`src/rtl/uart_hub_pkg.sv`:
```
package uart_hub_pkg;
  localparam int HUB_AW     = 14;
  localparam int HUB_DW     = 32;
  localparam int MAX_PORTS  = 16;
  localparam int PSEL_W     = 4;
  localparam int GLB_SPAN   = 'h1000;
  localparam int WIN_LOG    = 9;          // 0x200-byte port windows
  localparam int DMA_LOG    = 8;          // upper half of a window is DMA
  localparam int IDX_W      = HUB_AW - WIN_LOG;
  localparam logic [HUB_DW-1:0] HUB_ID_WORD = 32'h0007_0002;

  localparam logic [11:0] OFF_IDENT   = 12'h000;
  localparam logic [11:0] OFF_COUNT   = 12'h004;
  localparam logic [11:0] OFF_STATUS  = 12'h008;
  localparam logic [11:0] OFF_IEN_SET = 12'h00C;
  localparam logic [11:0] OFF_IEN_CLR = 12'h010;
  localparam logic [11:0] OFF_WEN_SET = 12'h014;
  localparam logic [11:0] OFF_WEN_CLR = 12'h018;

  typedef enum logic [1:0] {ACC_GLOBAL, ACC_FORWARD, ACC_DROP} acc_kind_e;
  typedef enum logic [1:0] {XS_IDLE, XS_FWD_REQ, XS_FWD_RSP, XS_DONE} xact_state_e;

  // offset relative to the first port window
  function automatic logic [HUB_AW-1:0] win_rel(input logic [HUB_AW-1:0] a);
    return a - HUB_AW'(GLB_SPAN);
  endfunction

  // window index = relative offset divided by the window size
  function automatic logic [IDX_W-1:0] win_index(input logic [HUB_AW-1:0] a);
    logic [HUB_AW-1:0] rel;
    rel = win_rel(a);
    return rel[HUB_AW-1:WIN_LOG];
  endfunction

  // sub-offset = relative offset modulo the window size
  function automatic logic [WIN_LOG-1:0] win_sub(input logic [HUB_AW-1:0] a);
    logic [HUB_AW-1:0] rel;
    rel = win_rel(a);
    return rel[WIN_LOG-1:0];
  endfunction
endpackage

```
`src/rtl/hub_addr_decode.sv`:
```
module hub_addr_decode
  import uart_hub_pkg::*;
#(
  parameter int NPORTS = 16
) (
  input  logic [HUB_AW-1:0]  addr,
  output acc_kind_e          kind,
  output logic [PSEL_W-1:0]  sel,
  output logic [DMA_LOG-1:0] sub_addr
);
  logic [IDX_W-1:0]   idx;
  logic [WIN_LOG-1:0] sub;
  logic               is_global;
  logic               port_exists;
  logic               in_dma;

  assign idx         = win_index(addr);
  assign sub         = win_sub(addr);
  assign is_global   = (int'(addr) < GLB_SPAN);
  assign port_exists = (int'(idx) < NPORTS);
  assign in_dma      = sub[DMA_LOG];
  assign sel         = idx[PSEL_W-1:0];
  assign sub_addr    = sub[DMA_LOG-1:0];

  always_comb begin
    if (is_global)                      kind = ACC_GLOBAL;
    else if (port_exists && !in_dma)    kind = ACC_FORWARD;
    else                                kind = ACC_DROP;
  end
endmodule

```
`src/rtl/hub_global_regs.sv`:
```
module hub_global_regs
  import uart_hub_pkg::*;
#(
  parameter int NPORTS = 16
) (
  input  logic              clk,
  input  logic              rst_n,
  input  logic [NPORTS-1:0] port_irq,
  input  logic              glb_wr,
  input  logic [11:0]       off,
  input  logic [HUB_DW-1:0] wdata,
  output logic [HUB_DW-1:0] rdata,
  output logic              irq_o
);
  logic [NPORTS-1:0] status_q;
  logic [HUB_DW-1:0] ien_q;
  logic [HUB_DW-1:0] wen_q;
  logic ien_set_wr, ien_clr_wr, wen_set_wr, wen_clr_wr, wen_wr;

  assign ien_set_wr = glb_wr && (off == OFF_IEN_SET);
  assign ien_clr_wr = glb_wr && (off == OFF_IEN_CLR);
  assign wen_set_wr = glb_wr && (off == OFF_WEN_SET);
  assign wen_clr_wr = glb_wr && (off == OFF_WEN_CLR);
  assign wen_wr     = wen_set_wr || wen_clr_wr;

  always_ff @(posedge clk or negedge rst_n) begin
    if (!rst_n) begin
      status_q <= '0;
      ien_q    <= '0;
      wen_q    <= '0;
    end else begin
      status_q <= port_irq;
      if (ien_set_wr) ien_q <= ien_q | wdata;
      if (ien_clr_wr) ien_q <= ien_q & ~wdata;
      if (wen_set_wr) wen_q <= wen_q | wdata;
      if (wen_clr_wr) wen_q <= wen_q & ~wdata;
    end
  end

  assign irq_o = |(status_q & ien_q[NPORTS-1:0]);

  always_comb begin
    case (off)
      OFF_IDENT:   rdata = HUB_ID_WORD;
      OFF_COUNT:   rdata = HUB_DW'(NPORTS);
      OFF_STATUS:  rdata = HUB_DW'(status_q);
      OFF_IEN_SET: rdata = ien_q;
      OFF_IEN_CLR: rdata = ~ien_q;
      OFF_WEN_SET: rdata = wen_q;
      OFF_WEN_CLR: rdata = ~wen_q;
      default:     rdata = '0;
    endcase
  end


  ien_set_chk: assert property (@(posedge clk) disable iff (!rst_n)
    ien_set_wr |=> ((ien_q & $past(wdata)) == $past(wdata)));

  ien_clr_chk: assert property (@(posedge clk) disable iff (!rst_n)
    ien_clr_wr |=> ((ien_q & $past(wdata)) == '0));

  wake_isolated_chk: assert property (@(posedge clk) disable iff (!rst_n)
    wen_wr |=> $stable(ien_q));

  irq_quiet_chk: assert property (@(posedge clk) disable iff (!rst_n)
    (status_q == '0) |-> !irq_o);
endmodule

```
`src/rtl/hub_xact_ctrl.sv`:
```
module hub_xact_ctrl
  import uart_hub_pkg::*;
#(
  parameter int NPORTS = 16
) (
  input  logic               clk,
  input  logic               rst_n,
  input  logic               host_valid,
  input  logic               host_write,
  input  logic [HUB_DW-1:0]  host_wdata,
  output logic               host_ready,
  output logic               host_rsp_valid,
  output logic [HUB_DW-1:0]  host_rdata,
  input  acc_kind_e          kind,
  input  logic [PSEL_W-1:0]  dec_sel,
  input  logic [DMA_LOG-1:0] dec_sub,
  input  logic [HUB_DW-1:0]  glb_rdata,
  output logic               glb_wr,
  output logic               port_req_valid,
  output logic               port_req_write,
  output logic [PSEL_W-1:0]  port_sel,
  output logic [DMA_LOG-1:0] port_addr,
  output logic [HUB_DW-1:0]  port_wdata,
  input  logic               port_req_ready,
  input  logic               port_rsp_valid,
  input  logic [HUB_DW-1:0]  port_rdata
);
  xact_state_e       state_q;
  logic [HUB_DW-1:0] rdata_q;
  logic              accept, fwd_start, fwd_handoff, fwd_return;

  assign accept      = host_valid && (state_q == XS_IDLE);
  assign fwd_start   = accept && (kind == ACC_FORWARD);
  assign fwd_handoff = (state_q == XS_FWD_REQ) && port_req_ready;
  assign fwd_return  = (state_q == XS_FWD_RSP) && port_rsp_valid;
  assign glb_wr      = accept && host_write && (kind == ACC_GLOBAL);

  always_ff @(posedge clk or negedge rst_n) begin
    if (!rst_n) begin
      state_q        <= XS_IDLE;
      rdata_q        <= '0;
      port_req_write <= 1'b0;
      port_sel       <= '0;
      port_addr      <= '0;
      port_wdata     <= '0;
    end else begin
      case (state_q)
        XS_IDLE: if (accept) begin
          if (fwd_start) begin
            port_req_write <= host_write;
            port_sel       <= dec_sel;
            port_addr      <= dec_sub;
            port_wdata     <= host_wdata;
            state_q        <= XS_FWD_REQ;
          end else begin
            rdata_q <= (kind == ACC_GLOBAL && !host_write) ? glb_rdata : '0;
            state_q <= XS_DONE;
          end
        end
        XS_FWD_REQ: if (fwd_handoff) begin
          rdata_q <= '0;
          state_q <= port_req_write ? XS_DONE : XS_FWD_RSP;
        end
        XS_FWD_RSP: if (fwd_return) begin
          rdata_q <= port_rdata;
          state_q <= XS_DONE;
        end
        default: state_q <= XS_IDLE;
      endcase
    end
  end

  assign host_ready     = (state_q == XS_IDLE);
  assign host_rsp_valid = (state_q == XS_DONE);
  assign host_rdata     = rdata_q;
  assign port_req_valid = (state_q == XS_FWD_REQ);


  fwd_hold_chk: assert property (@(posedge clk) disable iff (!rst_n)
    (port_req_valid && !port_req_ready) |=>
      (port_req_valid && $stable(port_sel) && $stable(port_addr) && $stable(port_wdata)));

  rsp_pulse_chk: assert property (@(posedge clk) disable iff (!rst_n)
    host_rsp_valid |=> (!host_rsp_valid && host_ready));

  sel_range_chk: assert property (@(posedge clk) disable iff (!rst_n)
    port_req_valid |-> (int'(port_sel) < NPORTS));

  rsp_after_port_chk: assert property (@(posedge clk) disable iff (!rst_n)
    ($rose(host_rsp_valid) && $past(state_q) == XS_FWD_RSP) |-> (host_rdata == $past(port_rdata)));
endmodule

```
`src/rtl/uart_irq_hub.sv`:
```
module uart_irq_hub
  import uart_hub_pkg::*;
#(
  parameter int NPORTS = 16
) (
  input  logic               clk,
  input  logic               rst_n,
  input  logic               host_valid,
  input  logic               host_write,
  input  logic [HUB_AW-1:0]  host_addr,
  input  logic [HUB_DW-1:0]  host_wdata,
  output logic               host_ready,
  output logic               host_rsp_valid,
  output logic [HUB_DW-1:0]  host_rdata,
  input  logic [NPORTS-1:0]  port_irq,
  output logic               irq_o,
  output logic               port_req_valid,
  output logic               port_req_write,
  output logic [PSEL_W-1:0]  port_sel,
  output logic [DMA_LOG-1:0] port_addr,
  output logic [HUB_DW-1:0]  port_wdata,
  input  logic               port_req_ready,
  input  logic               port_rsp_valid,
  input  logic [HUB_DW-1:0]  port_rdata
);
  acc_kind_e          kind;
  logic [PSEL_W-1:0]  dec_sel;
  logic [DMA_LOG-1:0] dec_sub;
  logic [HUB_DW-1:0]  glb_rdata;
  logic               glb_wr;

  hub_addr_decode #(.NPORTS(NPORTS)) u_dec (
    .addr(host_addr), .kind(kind), .sel(dec_sel), .sub_addr(dec_sub)
  );

  hub_global_regs #(.NPORTS(NPORTS)) u_regs (
    .clk(clk), .rst_n(rst_n), .port_irq(port_irq), .glb_wr(glb_wr),
    .off(host_addr[11:0]), .wdata(host_wdata), .rdata(glb_rdata), .irq_o(irq_o)
  );

  hub_xact_ctrl #(.NPORTS(NPORTS)) u_ctrl (
    .clk(clk), .rst_n(rst_n),
    .host_valid(host_valid), .host_write(host_write), .host_wdata(host_wdata),
    .host_ready(host_ready), .host_rsp_valid(host_rsp_valid), .host_rdata(host_rdata),
    .kind(kind), .dec_sel(dec_sel), .dec_sub(dec_sub),
    .glb_rdata(glb_rdata), .glb_wr(glb_wr),
    .port_req_valid(port_req_valid), .port_req_write(port_req_write),
    .port_sel(port_sel), .port_addr(port_addr), .port_wdata(port_wdata),
    .port_req_ready(port_req_ready), .port_rsp_valid(port_rsp_valid),
    .port_rdata(port_rdata)
  );
endmodule

```
`config.mk`:
```
export PLATFORM = sky130hd
export DESIGN_NAME = uart_irq_hub
export DESIGN_NICKNAME = d
export VERILOG_FILES = /design/src/rtl/uart_hub_pkg.sv /design/src/rtl/hub_addr_decode.sv /design/src/rtl/hub_global_regs.sv /design/src/rtl/hub_xact_ctrl.sv /design/src/rtl/uart_irq_hub.sv
export SDC_FILE = /design/constraint.sdc
export NUM_CORES = 1
export LEC_CHECK = 0
export ABC_CLOCK_PERIOD_IN_PS = 2100
export BUFFER_PORTS_ARGS = -buffer_cell sky130_fd_sc_hd__buf_2
export CAP_MARGIN = 30
export CORE_MARGIN = 8
export CORE_UTILIZATION = 49
export DETAILED_ROUTE_END_ITERATION = 10
export PLACE_DENSITY = 0.86
export SLEW_MARGIN = 10
export SYNTH_ARGS = -nofsm -noshare
export SYNTH_HDL_FRONTEND = slang
export SYNTH_HIERARCHICAL = 1
export SYNTH_SLANG_ARGS = --single-unit
```
`constraint.sdc`:
```
create_clock -name clk -period 2.1 [get_ports clk]
set_input_delay 0.42 -clock clk [delete_from_list [all_inputs] [get_ports clk]]
set_output_delay 0.42 -clock clk [all_outputs]
set_load 0.01 [all_outputs]
```
### Yosys cells after proc, flatten, opt, wreduce, memory -nomap -nowiden

Cells that the tools add are included.

| cells by class | value |
|---|---|
| add/subtract/negate cells | 1 |
| $lt $le $gt $ge | 2 |
| eq/ne operators | 14 |
| mux-type cells | 19 |
| bitwise logic cells | 8 |
| reduce and logical (&&, ||, !) cells | 24 |

Operators by type and width:

| operator | number |
|---|---|
| $mux 32 | 9 |
| $pmux 32 s7 | 1 |
| $not 32->32 | 3 |
| $pmux 32 s3 | 1 |
| $and 32x32->32 | 2 |
| $or 32x32->32 | 2 |
| $eq 12x5->1 const B | 3 |
| $eq 12x4->1 const B | 2 |
| $and 16x16->16 | 1 |
| $reduce_or 16->1 | 1 |
| $lt 14x13->1 const B | 1 |
| $sub 14x13->14 const B | 1 |
| $eq 12x3->1 const B | 1 |
| $logic_and 1x1->1 | 12 |
| $logic_not 12->1 | 1 |
| $mux 2 | 6 |
| $ne 2x1->1 const B | 3 |
| $pmux 2 s3 | 1 |
| $reduce_and 3->1 | 2 |
| $lt 5x5->1 const B | 1 |
| $reduce_and 5->1 | 1 |
| $eq 2x1->1 const B | 2 |
| $eq 2x2->1 const B | 2 |
| $logic_not 2->1 | 2 |
| other kinds (5) | 7 |

| storage, ports and cells | value |
|---|---|
| register bits after elaboration | 159 |
| input bits | 100 |
| output and inout bits | 81 |
| logic and storage cells | 77 |

### Longest topological paths before layout

| logic depth | value |
|---|---|
| depth after elaboration | 11 |
| depth in mapped cells | 9 |
| mapped depth without buffers | 7 |

### Modules after synthesis

Netlist, hierarchy kept.

Modules (own cells, without submodules):

| module | instances | cells an instance | area an instance (µm²) | sequential area each (µm²) |
|---|---|---|---|---|
| hub_global_regs | 1 | 441 | 4347.9 | 2001.9 |
| hub_xact_ctrl | 1 | 226 | 3483.3 | 1976.9 |
| hub_addr_decode | 1 | 17 | 127.6 | 0.0 |

### Worst setup path before layout

No wires, ideal clock.

| timing | value |
|---|---|
| kind | input to register |
| start point | input host_addr[11] |
| end point | register u_ctrl.rdata_q[23], in the netlist u_ctrl/host_rdata[23] |
| library setup time | 0.064 ns |
| arrival | 2.204 ns |
| required time | 2.036 ns |
| path slack | -0.167 ns |
| stages on the path | 8 |
| path buffers | 2 |
| path through | or4_4 -> nor4_1 -> buf_2 -> buf_1 -> nand2_1 -> o221ai_1 -> a22o_1 -> mux2_4 |

| between the ends | value |
|---|---|
| elaborated cells on any way between the ends | 24 |
| those cells by class | add/sub: 1; order compare: 2; eq/ne: 8; mux: 7; reduce/logical: 6 |

RTL lines:

| element | line | text |
|---|---|---|
| start: declaration | uart_irq_hub.sv:10 | `input logic [HUB_AW-1:0] host_addr,` |
| $eq 12x5->1, or another cell as far along | hub_global_regs.sv:43 | `case (off)` |
| $pmux 32 s7 * | hub_global_regs.sv:43 |  |
| named net glb_rdata[23] | uart_irq_hub.sv:29 | `logic [HUB_DW-1:0] glb_rdata;` |
| $mux 32 * | hub_xact_ctrl.sv:56 | `rdata_q <= (kind == ACC_GLOBAL && !host_write) ? glb_rdata : '0;` |
| $mux 32 * | hub_xact_ctrl.sv:49 | `if (fwd_start) begin` |
| $mux 32 * | hub_xact_ctrl.sv:48 | `XS_IDLE: if (accept) begin` |
| $pmux 32 s3 * | hub_xact_ctrl.sv:47 | `case (state_q)` |
| end signal: assignment | hub_xact_ctrl.sv:56 |  |
| end signal: assignment | hub_xact_ctrl.sv:65 | `rdata_q <= port_rdata;` |
| end: declaration | hub_xact_ctrl.sv:29 | `logic [HUB_DW-1:0] rdata_q;` |

The timed path passes the listed nets; every way through them passes the cells marked *. The select of a mux whose other input is x is not followed.
A chain may end at the register's enable or synchronous reset.

### Worst setup path after layout

| timing | value |
|---|---|
| start point | register u_regs.status_q[14] |
| end point | output irq_o |

| between the ends | value |
|---|---|
| word-level cells in the longest chain between the ends | 2 |

Ends and longest elaborated chain:

| element | line | text |
|---|---|---|
| start: declaration | hub_global_regs.sv:15 | `logic [NPORTS-1:0] status_q;` |
| start signal: assignment | hub_global_regs.sv:32 | `status_q <= port_irq;` |
| $and 16x16->16 | hub_global_regs.sv:40 | `assign irq_o = \|(status_q & ien_q[NPORTS-1:0]);` |
| $reduce_or 16->1 | hub_global_regs.sv:40 |  |
| end: declaration | uart_irq_hub.sv:16 | `output logic irq_o,` |

No other way between the ends.

==> impl_results.md <==
* CP startpoint kind: flop
* Total Nets Final at 999
* Synth Instances at 684
* Root Driver: clkbuf_16
* Fill cells at 1,166
* Sequential fraction of the synthesis area at 50.0%
* WL final at 24,600 um
* Sum of negative setup slack at 0 ns
* Total number of yosys warnings at 6
* Placed instance area at 0.00951 sq mm
* Flop2flop setup slack at 0.08 ns
* Fmax at 0.479 GHz
* Port Buf Inserts at 180
* Final setup violation count at 0
* Initial antenna violation count at 0
* Reg clk slew, reported paths at 0.06 ns
* Hold EP: u_regs/status_q[0]$_DFF_PN0_
* Clock Path Buffers at 2
* Layout cells sized above 1 at 47.4%
* H-tree levels at 4
* Commonest non-fill, non-tap cell in the layout: buf_2
* DRT Pass-1 Iters at 5
* Syn Area/Cell at 11.6 sq um
* Iteration-0 DRC count of the detailed router at 691
* Synthesized area at 0.00796 sq mm
* Hold path cells at 1
* Gp weighted congestion at 0.914
* Clock skew at 0.0105 ns
* Die width at 143 um
* Pre-CTS WS at -0.512 ns
* Worst Tran Pin Value at 0.563 ns
* Clk Latency, worst-skew pair at 0.43 ns
* Hold Vio Cnt, Final at 0
* Max cap viols at 0
* Syn nets at 789
* Row count at 46
* Fin. max-slew vios at 0
* Die Y at 143 um
* VDD IR max at 0.000967 V
* Post-route setup slack at 0.0119 ns
* Type of the worst min-delay path: input port to flop
* Power Density at 1060 mW/mm^2
* Final core area utilization at 65.2%
* Worst r2r src: u_ctrl/state_q[0]$_DFFE_PN0P_
* Setup crit end kind: output port
* Final Cell Area at 0.0104 sq mm
* Vias per Instance at 6.11
* Arr. time, crit path at 1.67 ns
* # IOs at 181
* CP Class: flop to output port
* First-pass GRT wire length at 36,800 um
* Diode count at 0
* Commonest cells after routing, fill and taps aside: buf_2 (179), dfrtp_1 (159), mux2_2 (77), buf_4 (63), nand2_1 (52)
* Distinct cells, synth at 51
* Number of synthesized flops with an enable pin at 0
* Pin count of the biggest net entering global routing at 65
* Dpl hpwl at 17,200 um
* Final worst-path cycle share at 99.4%
* Remaining Overflow, GRT at 0
* Routed vias at 6,858
* Fin crit period at 2.09 ns
* DIE AREA at 0.0206 sq mm
* CTS sink count at 159
* Crit Path Max Fanout at 2
* Commonest register cell after synthesis: dfrtp_1
* GRT Util Overall at 23.2%
* Leakage at 4.98 nW
* CORE AREA at 0.0159 sq mm
* FFs w/ async S/R, synth at 100%
* Vias in the first global route at 6,510
* CTS Buf Count at 17
* Residual DRC count at 0
* Avg WL per Cell at 21.9 um
* #FFs+latches synth at 159
* Final Power at 11.0 mW
* Worst reg2reg path depth at 9
* Routed Antenna Nets at 0
* Outcome: finished, final reports clean
* RSZ-0062 raised after global routing: true
* Required @ worst endpoint at 1.68 ns
* Synth-to-Final Area Change at 30.2%
* Initial cell density of the core at 50.1%
* CTS tree: yes
* Worst slew margin at 62.2%
* Min-delay src: port_irq[0]
[routing by layer]
layer,track usage [%],up-vias,wire length (um)
met1,31.9,3394,10100
li1,-,3040,-
met2,34.7,374,11500
met5,0,-,0
met4,7.14,0,486
met3,6.67,50,2510
[critical path, cell delays in order (launching register included)]
cell and delay [ns]:
dfrtp_1 0.41, a22o_1 0.26, a221oi_2 0.22, nand4_1 0.17, buf_2 0.18
[layout make-up]
| cell class | count | area [sq um] | area share, % |
|---|---|---|---|
| clock buffer | 21 | 470 | 4.54 |
| sequential | 159 | 3980 | 38.4 |
| tap | 216 | 270 | 2.61 |
| multi-input combinational | 441 | 3680 | 35.6 |
| inverter | 11 | 41.3 | 0.399 |
| clock inverter | 10 | 136 | 1.32 |
| timing repair buffer | 264 | 1780 | 17.2 |
[metrics by stage]
stage                     instances  hold slack [ns]
after global routing           1122           0.0810
final                          1122           0.0979
after global placement         1078            0.425
after floorplan                 684            0.124
after CTS                      1111           0.0798
after detailed placement       1078            0.413
[kinds of logic (layout without fill, tap and decap cells)]
group	after synthesis	count (layout)	share of synthesized area [%]
DFF	159	159	50.0
muxes	112	112	17.2
AOI/OAI and AO/OA	194	194	18.6
xor gates and xnor gates	1	1	0.110
and+or+nand+nor	129	129	8.05
adders and majority gates	5	5	0.786
buffers and inverters	84	306	5.28
[worst max path at each step]
stage,startpoint,endpoint,slack (ns),depth (start not counted)
after CTS,host_addr[11],u_ctrl/host_rdata[11]$_DFFE_PN0P_,-0.01,8
final,u_regs/status_q[14]$_DFF_PN0_,irq_o,0.01,4
after floorplan,host_addr[7],u_ctrl/host_rdata[19]$_DFFE_PN0P_,-0.08,8
after global placement,host_addr[11],u_ctrl/host_rdata[13]$_DFFE_PN0P_,-0.46,8
after detailed placement,host_addr[11],u_ctrl/host_rdata[13]$_DFFE_PN0P_,-0.51,8
after global routing,flop,irq_o,-0.06,4
[cells in the mapped netlist, drive strengths merged, types with 2 or more instances]
library cell	count	area share (%)
nor4	4	0.58
or3b	2	0.22
nor3	3	0.19
buf	39	3.2
inv	11	0.52
clkbuf	34	1.6
dfrtp	159	50
nand4	2	0.16
o21ai	18	1.1
a31oi	32	2.5
mux2	109	17
nor2	18	0.85
or2	2	0.16
ha	5	0.79
a22o	36	4.0
o221ai	28	3.1
a21oi	19	1.2
a41oi	32	3.5
nand2	52	2.5
mux2i	3	0.38
a22oi	15	1.4
nand3	33	2.1
a211oi	2	0.19
nand3b	2	0.24
or4	2	0.24
a221oi	4	0.44
o211ai	3	0.28
nand2b	2	0.16
[power breakdown]
part           internal [mW]  switching (mW)
logic                   1.87            1.78
clock network           1.95            1.22
registers               3.79           0.408
[timing repair]
item                                    4_1_cts  5_1_grt
resized for setup                             9       11
pin swaps                                     1        5
buffers inserted                              0        9
endpoints found under the hold margin        50        0
hold buffers                                  1        0
gates cloned                                  1        2
endpoints found under the setup margin       13       91
Power figures use the tool's default switching activity.
